## src/rtl/pc_pkg.sv

```systemverilog
package pc_pkg;
  localparam int PC_W    = 13;
  localparam int TGT_W   = 11;
  localparam int LATCH_W = PC_W - 8;
  localparam int LOW_W   = 8;

  typedef enum logic [2:0] {
    OP_HOLD,
    OP_STEP,
    OP_LOWWR,
    OP_JUMP,
    OP_CALL,
    OP_IRQ,
    OP_RET
  } pcOp_e;

  typedef struct packed {
    pcOp_e op;
    logic  push;
    logic  pop;
    logic  latchWr;
  } pcCtrl_t;
endpackage

```

## src/rtl/pc_ctrl.sv

```systemverilog
module pc_ctrl
  import pc_pkg::*;
(
  input  logic    stepEn,
  input  logic    lowWrEn,
  input  logic    latchWrEn,
  input  logic    jumpEn,
  input  logic    callEn,
  input  logic    irqEn,
  input  logic    retPlainEn,
  input  logic    retValueEn,
  input  logic    retIrqEn,
  output pcCtrl_t ctrl
);
  logic anyRet;
  assign anyRet = retPlainEn | retValueEn | retIrqEn;

  always_comb begin
    ctrl = '{op: OP_HOLD, push: 1'b0, pop: 1'b0, latchWr: latchWrEn};
    if (irqEn)        ctrl.op = OP_IRQ;
    else if (callEn)  ctrl.op = OP_CALL;
    else if (jumpEn)  ctrl.op = OP_JUMP;
    else if (anyRet)  ctrl.op = OP_RET;
    else if (lowWrEn) ctrl.op = OP_LOWWR;
    else if (stepEn)  ctrl.op = OP_STEP;
    ctrl.push = (ctrl.op == OP_IRQ) || (ctrl.op == OP_CALL);
    ctrl.pop  = (ctrl.op == OP_RET);
  end
endmodule

```

## src/rtl/pc_stack.sv

```systemverilog
module pc_stack
  import pc_pkg::*;
#(
  parameter int DEPTH = 8
) (
  input  logic            clk,
  input  logic            rstN,
  input  logic            push,
  input  logic            pop,
  input  logic [PC_W-1:0] pushData,
  output logic [PC_W-1:0] popData
);
  localparam int SP_W = (DEPTH > 1) ? $clog2(DEPTH) : 1;

  logic [SP_W-1:0] spReg;
  logic [SP_W-1:0] topIdx;
  logic [PC_W-1:0] entry [DEPTH];

  assign topIdx  = spReg - SP_W'(1);
  assign popData = entry[topIdx];

  always_ff @(posedge clk) begin
    if (!rstN)     spReg <= '0;
    else if (push) spReg <= spReg + SP_W'(1);
    else if (pop)  spReg <= topIdx;
  end

  for (genvar i = 0; i < DEPTH; i++) begin : g_slot
    always_ff @(posedge clk) begin
      if (!rstN)                               entry[i] <= '0;
      else if (push && spReg == SP_W'(i))      entry[i] <= pushData;
    end
  end

  // a push advances the ring pointer by one, wrapping silently
  assert_push_ptr_R8: assert property (@(posedge clk) disable iff (!rstN)
    push |=> spReg == SP_W'($past(spReg) + SP_W'(1)));
  // a pop retreats the ring pointer by one, wrapping below zero
  assert_pop_ptr_R9: assert property (@(posedge clk) disable iff (!rstN)
    (pop && !push) |=> spReg == SP_W'($past(spReg) - SP_W'(1)));
  // the value just pushed is what the next pop would return
  assert_push_top_R5: assert property (@(posedge clk) disable iff (!rstN)
    push |=> popData == $past(pushData));
endmodule

```

## src/rtl/pc_datapath.sv

```systemverilog
module pc_datapath
  import pc_pkg::*;
#(
  parameter logic [PC_W-1:0] RESET_VEC = '0,
  parameter logic [PC_W-1:0] IRQ_VEC   = PC_W'(4)
) (
  input  logic               clk,
  input  logic               rstN,
  input  pcCtrl_t            ctrl,
  input  logic [LOW_W-1:0]   lowWrData,
  input  logic [LATCH_W-1:0] latchWrData,
  input  logic [TGT_W-1:0]   jumpTarget,
  input  logic [PC_W-1:0]    popData,
  output logic [PC_W-1:0]    pcReg,
  output logic [PC_W-1:0]    pushData
);
  localparam int PAGE_W = PC_W - TGT_W;

  logic [LATCH_W-1:0] latchReg;
  logic [PC_W-1:0]    pcNext;
  logic [PC_W-1:0]    pagedTarget;

  assign pushData    = pcReg + PC_W'(1);
  assign pagedTarget = {latchReg[LATCH_W-1 -: PAGE_W], jumpTarget};

  always_comb begin
    case (ctrl.op)
      OP_STEP:         pcNext = pcReg + PC_W'(1);
      OP_LOWWR:        pcNext = {latchReg, lowWrData};
      OP_JUMP,
      OP_CALL:         pcNext = pagedTarget;
      OP_IRQ:          pcNext = IRQ_VEC;
      OP_RET:          pcNext = popData;
      default:         pcNext = pcReg;
    endcase
  end

  always_ff @(posedge clk) begin
    if (!rstN) begin
      pcReg    <= RESET_VEC;
      latchReg <= '0;
    end else begin
      pcReg <= pcNext;
      if (ctrl.latchWr) latchReg <= latchWrData;
    end
  end

  // with no action selected the counter keeps its value
  assert_hold_R10: assert property (@(posedge clk) disable iff (!rstN)
    (ctrl.op == OP_HOLD) |=> $stable(pcReg));
  // a step moves the counter to the following word
  assert_step_R2: assert property (@(posedge clk) disable iff (!rstN)
    (ctrl.op == OP_STEP) |=> pcReg == PC_W'($past(pcReg) + PC_W'(1)));
  // interrupt entry lands on the interrupt vector
  assert_irq_vec_R6: assert property (@(posedge clk) disable iff (!rstN)
    (ctrl.op == OP_IRQ) |=> pcReg == IRQ_VEC);
  // jumps and calls take their page bits from the latch
  assert_jump_page_R4: assert property (@(posedge clk) disable iff (!rstN)
    (ctrl.op == OP_JUMP || ctrl.op == OP_CALL)
      |=> pcReg[PC_W-1 -: PAGE_W] == $past(latchReg[LATCH_W-1 -: PAGE_W]));
  // stack traffic leaves the page latch alone
  assert_latch_keep_R7: assert property (@(posedge clk) disable iff (!rstN)
    ((ctrl.push || ctrl.pop) && !ctrl.latchWr) |=> $stable(latchReg));
endmodule

```

## src/rtl/page_pc_unit.sv

```systemverilog
module page_pc_unit
  import pc_pkg::*;
#(
  parameter int IMPL_WORDS  = 1024,
  parameter int STACK_DEPTH = 8
) (
  input  logic                clk,
  input  logic                rstN,
  input  logic                stepEn,
  input  logic                lowWrEn,
  input  logic [7:0]          lowWrData,
  input  logic                latchWrEn,
  input  logic [4:0]          latchWrData,
  input  logic                jumpEn,
  input  logic                callEn,
  input  logic [10:0]         jumpTarget,
  input  logic                irqEn,
  input  logic                retPlainEn,
  input  logic                retValueEn,
  input  logic                retIrqEn,
  output logic [12:0]         fetchAddr,
  output logic [7:0]          pcLow
);
  localparam logic [PC_W-1:0] ADDR_MASK = PC_W'(IMPL_WORDS - 1);

  pcCtrl_t         ctrl;
  logic [PC_W-1:0] pcReg;
  logic [PC_W-1:0] pushData;
  logic [PC_W-1:0] popData;

  pc_ctrl u_ctrl (
    .stepEn    (stepEn),
    .lowWrEn   (lowWrEn),
    .latchWrEn (latchWrEn),
    .jumpEn    (jumpEn),
    .callEn    (callEn),
    .irqEn     (irqEn),
    .retPlainEn(retPlainEn),
    .retValueEn(retValueEn),
    .retIrqEn  (retIrqEn),
    .ctrl      (ctrl)
  );

  pc_datapath u_path (
    .clk        (clk),
    .rstN       (rstN),
    .ctrl       (ctrl),
    .lowWrData  (lowWrData),
    .latchWrData(latchWrData),
    .jumpTarget (jumpTarget),
    .popData    (popData),
    .pcReg      (pcReg),
    .pushData   (pushData)
  );

  pc_stack #(.DEPTH(STACK_DEPTH)) u_stack (
    .clk     (clk),
    .rstN    (rstN),
    .push    (ctrl.push),
    .pop     (ctrl.pop),
    .pushData(pushData),
    .popData (popData)
  );

  assign fetchAddr = pcReg & ADDR_MASK;
  assign pcLow     = pcReg[7:0];
endmodule

```

## config.mk

```make
export PLATFORM = sky130hd
export DESIGN_NAME = page_pc_unit
export DESIGN_NICKNAME = d
export VERILOG_FILES = /design/src/rtl/pc_pkg.sv /design/src/rtl/pc_ctrl.sv /design/src/rtl/pc_stack.sv /design/src/rtl/pc_datapath.sv /design/src/rtl/page_pc_unit.sv
export SDC_FILE = /design/constraint.sdc
export NUM_CORES = 1
export LEC_CHECK = 0
export BUFFER_PORTS_ARGS = -buffer_cell sky130_fd_sc_hd__buf_2
export CAP_MARGIN = 20
export CORE_MARGIN = 2
export CORE_UTILIZATION = 61
export CTS_CLUSTER_DIAMETER = 120
export CTS_CLUSTER_SIZE = 24
export DETAILED_ROUTE_END_ITERATION = 10
export GPL_ROUTABILITY_DRIVEN = 1
export PLACE_DENSITY = 0.78
export SYNTH_ARGS = -nofsm -noshare
export SYNTH_HDL_FRONTEND = slang
export SYNTH_HIERARCHICAL = 1
export SYNTH_SLANG_ARGS = --single-unit
```

## constraint.sdc

```tcl
create_clock -name clk -period 3.75 [get_ports clk]
set_input_delay 0.75 -clock clk [delete_from_list [all_inputs] [get_ports clk]]
set_output_delay 0.75 -clock clk [all_outputs]
set_load 0.01 [all_outputs]
```

==> results.sh, run 1 <==
export IMPL_hold_path_depth=2
export IMPL_critPathMaxFanout=23
export IMPL_max_freq_mhz=332.2
export IMPL_fp_row_count=34
export IMPL_outcome="complete, no violations"
export IMPL_vias=4027
export IMPL_port_buffers=48
export IMPL_grtUsageTotal_pct=26.42
export IMPL_fin_cells=632
export IMPL_syn2layout_area_growth_pct=6.057
export IMPL_cp_start_kind="register"
export IMPL_clk_pin_slew_worst_paths_ns=0.10
export IMPL_dp_hpwl_mm=8.684
export IMPL_grt_start_max_net_pins=31
export IMPL_syn_inst=513
export IMPL_cts_buffer_depth=2
export IMPL_overflow=0
export IMPL_worstSetupEndpointType="register"
export IMPL_dp_cells=616
export IMPL_power_internal_uw=1829
export IMPL_die_area_sq_mm=0.009748
export IMPL_worstHoldPathType="register to register"
export IMPL_holdWs_ns=0.5568
export IMPL_cts_sinks=95
export IMPL_nets=561
export IMPL_hold_viol_final=0
export IMPL_crit_type="register to register"
export IMPL_crit_arrival_ns=3.27
export IMPL_r2r_cells=10
export IMPL_wl_met3_um=934
export IMPL_routed_wl_mm=12.60
export IMPL_wl_met2_mm=6.163
export IMPL_grt_pass1_vias=3899
export IMPL_grt_pass1_wl_mm=19.91
export IMPL_drive_gt1_share_pct=16.41
export IMPL_cts_tree="built"
export IMPL_met1_length_mm=5.227
export IMPL_htree_levels=3
export IMPL_switchingPower_uw=778.5
export IMPL_top_layer_used="met4"
export IMPL_fin_crit_sh_pct=80.27
export IMPL_worst_pin_slew_ns=0.9972
export IMPL_pin_count=56
export IMPL_cts_made_buffers=9
export IMPL_syn_mean_instance_area_sq_um=10.67
export IMPL_setup_violations=0
export IMPL_postCtsHoldBufs=0
export IMPL_ant_nets=0
export IMPL_syn_area_sq_mm=0.005474
export IMPL_rsz0062_at_grt="false"
export IMPL_coreArea_sq_mm=0.008721
export IMPL_p_comb_share_pct=23.4
export IMPL_clockRootBuffer="clkbuf_8"
export IMPL_max_slew_margin_pct=33.52
export IMPL_drc_errors=0
export IMPL_drt_iter0_markers=388
export IMPL_firstDrtPassIters=5
export IMPL_timing_final_ws_setup_ns=0.7399
export IMPL_p_clk_share_pct=28.6
export IMPL_viasPerCell=6.372
export IMPL_pre_cts_ws_ns=0.7447
export IMPL_postCtsSetupBuffers=0
export IMPL_nFillCells=690
export IMPL_initial_core_util_pct=62.77
export IMPL_power_frac_seq_pct=48.1
export IMPL_max_cap_viol_count=0
export IMPL_fin_crit_ns=3.010
export IMPL_cts_resized=0
export IMPL_antennaDiodeCount=0
export IMPL_wl_per_cell_um=19.94
export IMPL_gp_congestion=0.8681
export IMPL_power_density_mw_per_mm2=449.1
export IMPL_irDropWorstVdd_uv=297.6
export IMPL_worst_clock_skew_ns=0.01499
export IMPL_p_sw_share_pct=29.86
export IMPL_synth_warnings=6
export IMPL_die_width_um=98.73
export IMPL_dieHeight_um=98.73
export IMPL_p_leak_uw=0.002559
export IMPL_antenna_found_initial=0
export IMPL_clkLatencyLatePin_ns=0.36
export IMPL_worstPathRequired_ns=4.01
export IMPL_drv_slew=0
export IMPL_setup_tns_ns=0
through the flow:
step | util, % | instance area, sq um | power, uW
floorplan | - | 5482 | 1721
global placement | 64.05 | 5585 | 1863
CTS | 66.57 | 5806 | 2612
global route | 66.57 | 5806 | 2722
detailed placement | 64.05 | 5585 | 1883
finish | 66.57 | 5806 | 2607
state kept, by name (all words and copies together) (netlist names):
name             cells
u_stack/entry       80
u_path/pcReg        10
u_stack/spReg        3
u_path/latchReg      2
path summary, 6_finish.rpt:
kind	from	end	slack [ns]
max	u_stack/spReg[0]$_SDFFE_PN0P_	u_path/pcReg[1]$_SDFFE_PN0P_	0.74
min	u_path/latchReg[0]$_SDFFE_PN0P_	u_path/latchReg[0]$_SDFFE_PN0P_	0.56
max reg2reg	u_stack/spReg[0]$_SDFFE_PN0P_	u_path/pcReg[1]$_SDFFE_PN0P_	0.74
min reg2reg	u_path/latchReg[0]$_SDFFE_PN0P_	u_path/latchReg[0]$_SDFFE_PN0P_	0.56
power by group through the flow:
stage                     clock network, uW  registers, uW  logic [uW]
after floorplan                           0           1270         455
after global placement                    0           1270         591
after detailed placement                  0           1280         605
after CTS                               751           1250         607
after global routing                    796           1260         666
final                                   745           1250         609
worst max-delay path: stages, from the launching register on:
cell and delay (ns):
dfxtp_1 0.35, inv_2 0.17, ha_2 0.69, buf_4 0.31
mux2i_1 0.25, nand3_1 0.09, and4_1 0.22, mux2_1 0.32
a221o_1 0.30, a22oi_1 0.14, nor2b_1 0.06
final cells by class:
class | count | area (sq um) | area share (%)
Clock buffer | 10 | 127.6 | 2.198
Sequential cell | 95 | 2703 | 46.55
Inverter | 10 | 37.54 | 0.6466
Tap cell | 108 | 135.1 | 2.328
Multi-Input combinational cell | 346 | 2390 | 41.16
Timing Repair Buffer | 57 | 320.3 | 5.517
Clock inverter | 6 | 92.59 | 1.595
layer usage:
metal / global-route usage (%) / vias to the layer above
met2: 42.65 / 176
met4: 9.589 / 0
met1: 37.22 / 1947
met3: 3.262 / 25
li1: - / 1879
met5: 0 / -
layout by cell type (no fill, tap or decap), types with 2 or more instances in the layout:
| cell | instances |
|---|---|
| nand4_1 | 2 |
| nor2_1 | 21 |
| edfxtp_1 | 80 |
| buf_4 | 8 |
| and4_1 | 13 |
| xor2_1 | 2 |
| o21a_1 | 2 |
| a221oi_1 | 8 |
| o221a_1 | 3 |
| xnor2_2 | 2 |
| clkbuf_8 | 9 |
| o21ai_1 | 4 |
| ha_1 | 6 |
| buf_2 | 48 |
| inv_2 | 2 |
| bufinv_16 | 2 |
| a31oi_1 | 7 |
| o21ai_0 | 16 |
| inv_1 | 8 |
| a221o_1 | 2 |
| a21oi_1 | 10 |
| nor2b_1 | 8 |
| xnor2_1 | 6 |
| and3_1 | 64 |
| and2_1 | 24 |
| a211oi_1 | 3 |
| mux2i_1 | 53 |
| conb_1 | 3 |
| nand2_1 | 18 |
| nor3_1 | 2 |
| clkinvlp_4 | 2 |
| nand3_1 | 48 |
| dfxtp_1 | 15 |
(Power assumes the default switching activity.)
==> run 2, diff against run 1 <==
Clock period 3.75 ns to 2.82 ns, I/O delays scaled along.
==> results.sh, run 2 (synthesized netlist as in run 1, its figures left out) <==
export IMPL_irDropWorstVdd_uv=365.4
export IMPL_grt_pass1_wl_mm=21.11
export IMPL_p_leak_uw=0.002649
export IMPL_worstSetupEndpointType="register"
export IMPL_firstDrtPassIters=6
export IMPL_postCtsHoldBufs=0
export IMPL_max_cap_viol_count=0
export IMPL_clk_pin_slew_worst_paths_ns=0.10
export IMPL_fin_crit_ns=2.500
export IMPL_postCtsSetupBuffers=0
export IMPL_cts_made_buffers=9
export IMPL_overflow=0
export IMPL_worstPathRequired_ns=3.07
export IMPL_outcome="complete, no violations"
export IMPL_wl_per_cell_um=20.29
export IMPL_initial_core_util_pct=62.77
export IMPL_crit_type="register to register"
export IMPL_max_slew_margin_pct=34.63
export IMPL_rsz0062_at_grt="false"
export IMPL_pin_count=56
export IMPL_htree_levels=3
export IMPL_syn2layout_area_growth_pct=8.389
export IMPL_fp_row_count=34
export IMPL_grt_start_max_net_pins=31
export IMPL_drt_iter0_markers=431
export IMPL_crit_arrival_ns=2.75
export IMPL_routed_wl_mm=13.13
export IMPL_antennaDiodeCount=0
export IMPL_port_buffers=48
export IMPL_nFillCells=652
export IMPL_drv_slew=0
export IMPL_dp_hpwl_mm=8.985
export IMPL_nets=576
export IMPL_largest_reg_flops=80
export IMPL_vias=4134
export IMPL_largestRegisters="u_stack/entry: 80 flops, u_path/pcReg: 10 flops, u_stack/spReg: 3 flops"
export IMPL_total_power_uw=3586
export IMPL_power_density_mw_per_mm2=604.4
export IMPL_worstHoldPathType="input pin to register"
export IMPL_antenna_found_initial=0
export IMPL_gp_congestion=0.8846
export IMPL_coreArea_sq_mm=0.008721
export IMPL_grtUsageTotal_pct=27.88
export IMPL_cts_buffer_depth=2
export IMPL_fin_crit_sh_pct=88.66
export IMPL_viasPerCell=6.389
export IMPL_setup_violations=0
export IMPL_dieHeight_um=98.73
export IMPL_die_width_um=98.73
export IMPL_die_area_sq_mm=0.009748
export IMPL_drive_gt1_share_pct=18.55
export IMPL_drc_errors=0
export IMPL_largest_register="u_stack/entry"
export IMPL_setup_tns_ns=0
export IMPL_hold_viol_final=0
export IMPL_cts_sinks=95
export IMPL_clockRootBuffer="clkbuf_8"
export IMPL_cts_tree="built"
export IMPL_final_common_cell="edfxtp_1"
export IMPL_ant_nets=0
export IMPL_clkLatencyLatePin_ns=0.35
export IMPL_cp_start_kind="register"
export IMPL_cts_resized=0
export IMPL_max_freq_mhz=400.0
export IMPL_critPathMaxFanout=21
export IMPL_layout_common_cells="edfxtp_1 (80), and3_1 (64), mux2i_1 (53), buf_2 (48), nand3_1 (48)"
export IMPL_worst_clock_skew_ns=0.01321
export IMPL_worst_pin_slew_ns=0.9806
export IMPL_grt_pass1_vias=4028
[run 2: critical path, cell delays in order, from the launching register on]
cell	delay, ns
dfxtp_1	0.35
inv_1	0.08
ha_2	0.40
buf_12	0.21
mux2i_1	0.23
nand3_1	0.09
and4_1	0.22
mux2i_1	0.24
a211oi_1	0.12
a31oi_1	0.15
a21oi_1	0.08
o221a_1	0.22
[run 2: layer usage]
| metal | global-route usage [%] | wire [um] | vias up |
|---|---|---|---|
| li1 | - | - | 1912 |
| met1 | 39.41 | 5583 | 2022 |
| met2 | 45.68 | 6535 | 186 |
| met3 | 3.617 | 883 | 14 |
| met4 | 8.219 | 126 | 0 |
| met5 | 0 | 0 | - |
[run 2: cell type report]
class | instances | area, sq um | share of cell area (%)
Clock buffer | 10 | 127.6 | 2.151
Clock inverter | 6 | 107.6 | 1.814
Inverter | 10 | 37.54 | 0.6326
Multi-Input combinational cell | 346 | 2390 | 40.28
Sequential cell | 95 | 2703 | 45.55
Tap cell | 108 | 135.1 | 2.278
Timing Repair Buffer | 72 | 432.9 | 7.296
[run 2: path summary, 6_finish.rpt]
check             cells past startpoint                               to  slack [ns]                       startpoint
setup / recovery                     11     u_path/pcReg[5]$_SDFFE_PN0P_        0.32    u_stack/spReg[1]$_SDFFE_PN0P_
hold / removal                        3  u_path/latchReg[0]$_SDFFE_PN0P_        0.49                   latchWrData[0]
setup reg to reg                     11     u_path/pcReg[5]$_SDFFE_PN0P_        0.32    u_stack/spReg[1]$_SDFFE_PN0P_
hold reg to reg                       2  u_path/latchReg[0]$_SDFFE_PN0P_        0.56  u_path/latchReg[0]$_SDFFE_PN0P_
[run 2: where the power goes]
group          total [uW]  switching [uW]  internal [uW]
registers            1660            48.2           1620
logic                 865             520            345
clock network        1060             468            589
total                3590            1040           2550
[run 2: through the flow]
step	instances	hold slack [ns]	utilization, %	area (sq um)	setup WS [ns]
detailed placement	631	0.5334	65.34	5698	0.3056
global placement	631	0.5126	65.34	5698	0.3629
global route	647	0.5086	68.03	5933	0.1002
finish	647	0.4859	68.03	5933	0.3199
CTS	647	0.4742	68.03	5933	0.2906
floorplan	515	0.4819	-	5484	0.02280
==> run 3, diff against run 2 <==
Settings changed: MAX_ROUTING_LAYER set to met4.
==> results.sh, run 3 (synthesized netlist as in run 1, its figures left out) <==
export IMPL_outcome="complete, no violations"
export IMPL_final_common_cell="edfxtp_1"
export IMPL_layout_common_cells="edfxtp_1 (80), and3_1 (64), mux2i_1 (53), buf_2 (48), nand3_1 (48)"
export IMPL_timing_final_ws_setup_ns=0.2493
export IMPL_fin_area_sq_mm=0.005862
export IMPL_port_buffers=48
export IMPL_cts_sinks=95
export IMPL_crit_type="register to register"
export IMPL_p_leak_uw=0.002607
export IMPL_cts_made_buffers=9
export IMPL_antenna_found_initial=0
export IMPL_syn2layout_area_growth_pct=7.086
export IMPL_cp_slowest_cell="ha_2"
export IMPL_drive_gt1_share_pct=18.62
export IMPL_power_frac_seq_pct=49.7
export IMPL_fin_crit_sh_pct=91.16
export IMPL_routed_wl_mm=12.91
export IMPL_grt_pass1_vias=4066
export IMPL_rsz0062_at_grt="false"
export IMPL_power_internal_uw=2287
export IMPL_grt_pass1_wl_mm=20.73
export IMPL_placed_area_sq_mm=0.005683
export IMPL_cts_tree="built"
export IMPL_clk_pin_slew_worst_paths_ns=0.10
export IMPL_coreArea_sq_mm=0.008721
export IMPL_worst_pin_slew_ns=1.019
export IMPL_critPathMaxFanout=21
export IMPL_crit_top_cell="mux2i_1"
export IMPL_cts_buffer_depth=2
export IMPL_largest_reg_flops=80
export IMPL_fp_row_count=34
export IMPL_grt_start_max_net_pins=31
export IMPL_htree_levels=3
export IMPL_p_sw_share_pct=31.69
export IMPL_drv_slew=0
export IMPL_worstHoldPathType="input pin to register"
export IMPL_viasPerCell=6.307
export IMPL_wl_per_cell_um=20.01
export IMPL_power_density_mw_per_mm2=571.2
export IMPL_die_area_sq_mm=0.009748
export IMPL_p_comb_share_pct=25.6
export IMPL_max_stage_delay_ns=0.43
export IMPL_dieHeight_um=98.73
export IMPL_max_freq_mhz=389.0
export IMPL_switchingPower_uw=1061
export IMPL_largest_register="u_stack/entry"
export IMPL_worstPathRequired_ns=3.08
export IMPL_total_power_uw=3348
export IMPL_die_width_um=98.73
export IMPL_initial_core_util_pct=62.77
export IMPL_postCtsHoldBufs=0
export IMPL_pin_count=56
export IMPL_pre_cts_ws_ns=0.2618
export IMPL_drt_iter0_markers=368
export IMPL_drc_errors=0
export IMPL_crit_arrival_ns=2.83
export IMPL_worstSetupEndpointType="register"
export IMPL_clockRootBuffer="clkbuf_8"
export IMPL_cts_resized=0
export IMPL_nFillCells=650
export IMPL_gp_congestion=0.8860
export IMPL_antennaDiodeCount=0
export IMPL_max_slew_margin_pct=32.07
export IMPL_p_clk_share_pct=24.7
export IMPL_overflow=0
export IMPL_setup_violations=0
export IMPL_hold_viol_final=0
export IMPL_cp_start_kind="register"
export IMPL_clkLatencyLatePin_ns=0.36
export IMPL_postCtsSetupBuffers=0
export IMPL_firstDrtPassIters=5
export IMPL_irDropWorstVdd_uv=376.4
export IMPL_largestRegisters="u_stack/entry: 80 flops, u_path/pcReg: 10 flops, u_stack/spReg: 3 flops"
export IMPL_setup_tns_ns=0
export IMPL_ant_nets=0
export IMPL_fin_crit_ns=2.571
export IMPL_grtUsageTotal_pct=28.06
export IMPL_nets=574
export IMPL_crit_chain="inv_1, ha_2, buf_12, mux2i_1, nand3_1, and4_1, mux2i_1, a211oi_1, a31oi_1, a21oi_1, o221a_1"
export IMPL_worst_clock_skew_ns=0.01282
export IMPL_max_cap_viol_count=0
export IMPL_dp_hpwl_mm=9.013
export IMPL_vias=4068
run 3: cell types whose count changed in the layout (fill, tap and decap cells not counted):
cell        change
bufinv_16       -3
buf_4           -2
clkinv_4        +2
clkinvlp_4      +2
clkbuf_1        -1
clkinv_1        -1
inv_6           +1
run 3: path summary, 6_finish.rpt:
kind / slack (ns) / cells past startpoint / startpoint / endpoint
max: 0.25 / 11 / u_stack/spReg[1]$_SDFFE_PN0P_ / u_path/pcReg[5]$_SDFFE_PN0P_
min: 0.48 / 3 / latchWrData[0] / u_path/latchReg[0]$_SDFFE_PN0P_
max reg2reg: 0.25 / 11 / u_stack/spReg[1]$_SDFFE_PN0P_ / u_path/pcReg[5]$_SDFFE_PN0P_
min reg2reg: 0.55 / 2 / u_path/latchReg[0]$_SDFFE_PN0P_ / u_path/latchReg[0]$_SDFFE_PN0P_
run 3: power groups by stage:
stage | Combinational [uW] | Sequential (uW) | Clock [uW]
after floorplan | 607 | 1680 | 0
final | 858 | 1660 | 826
after CTS | 855 | 1660 | 842
after detailed placement | 852 | 1700 | 0
after global placement | 829 | 1690 | 0
after global routing | 933 | 1670 | 892
run 3: routing by layer:
layer	part of all wire, %	vias to the layer above	wire, um	GRT usage [%]
li1	-	1907	-	-
met1	42	1963	5465	37.76
met5	0	-	0	-
met3	6.6	21	851	3.759
met2	49	177	6354	44.43
met4	1.8	0	236	9.694
run 3: worst max-delay path: cells and delay by family, from the launching register on:
| family | cells | cell delay, ns |
|---|---|---|
| AO/OA/AOI/OAI | 4 | 0.59 |
| adder cells (fa/ha/maj) | 1 | 0.43 |
| buffers and inverters | 2 | 0.30 |
| flip-flops | 1 | 0.34 |
| multiplexers | 2 | 0.51 |
| AND/OR/NAND/NOR | 2 | 0.29 |
run 3: stage by stage:
stage / util (%) / instances / hold WS (ns)
after detailed placement: 65.16 / 629 / 0.5276
after CTS: 67.22 / 645 / 0.4720
after floorplan: - / 515 / 0.4819
after global routing: 67.22 / 645 / 0.4837
final: 67.22 / 645 / 0.4816
after global placement: 65.16 / 629 / 0.5296
run 3: final cells by class:
class,instances,area [sq um],share of cell area (%)
clock buffers,9,123.9,2.113
inverters,10,37.54,0.6403
multi-input cells,346,2390,40.77
repair buffers,70,417.9,7.129
clock inverters,7,55.05,0.9392
well taps,108,135.1,2.305
flip-flops and latches,95,2703,46.10
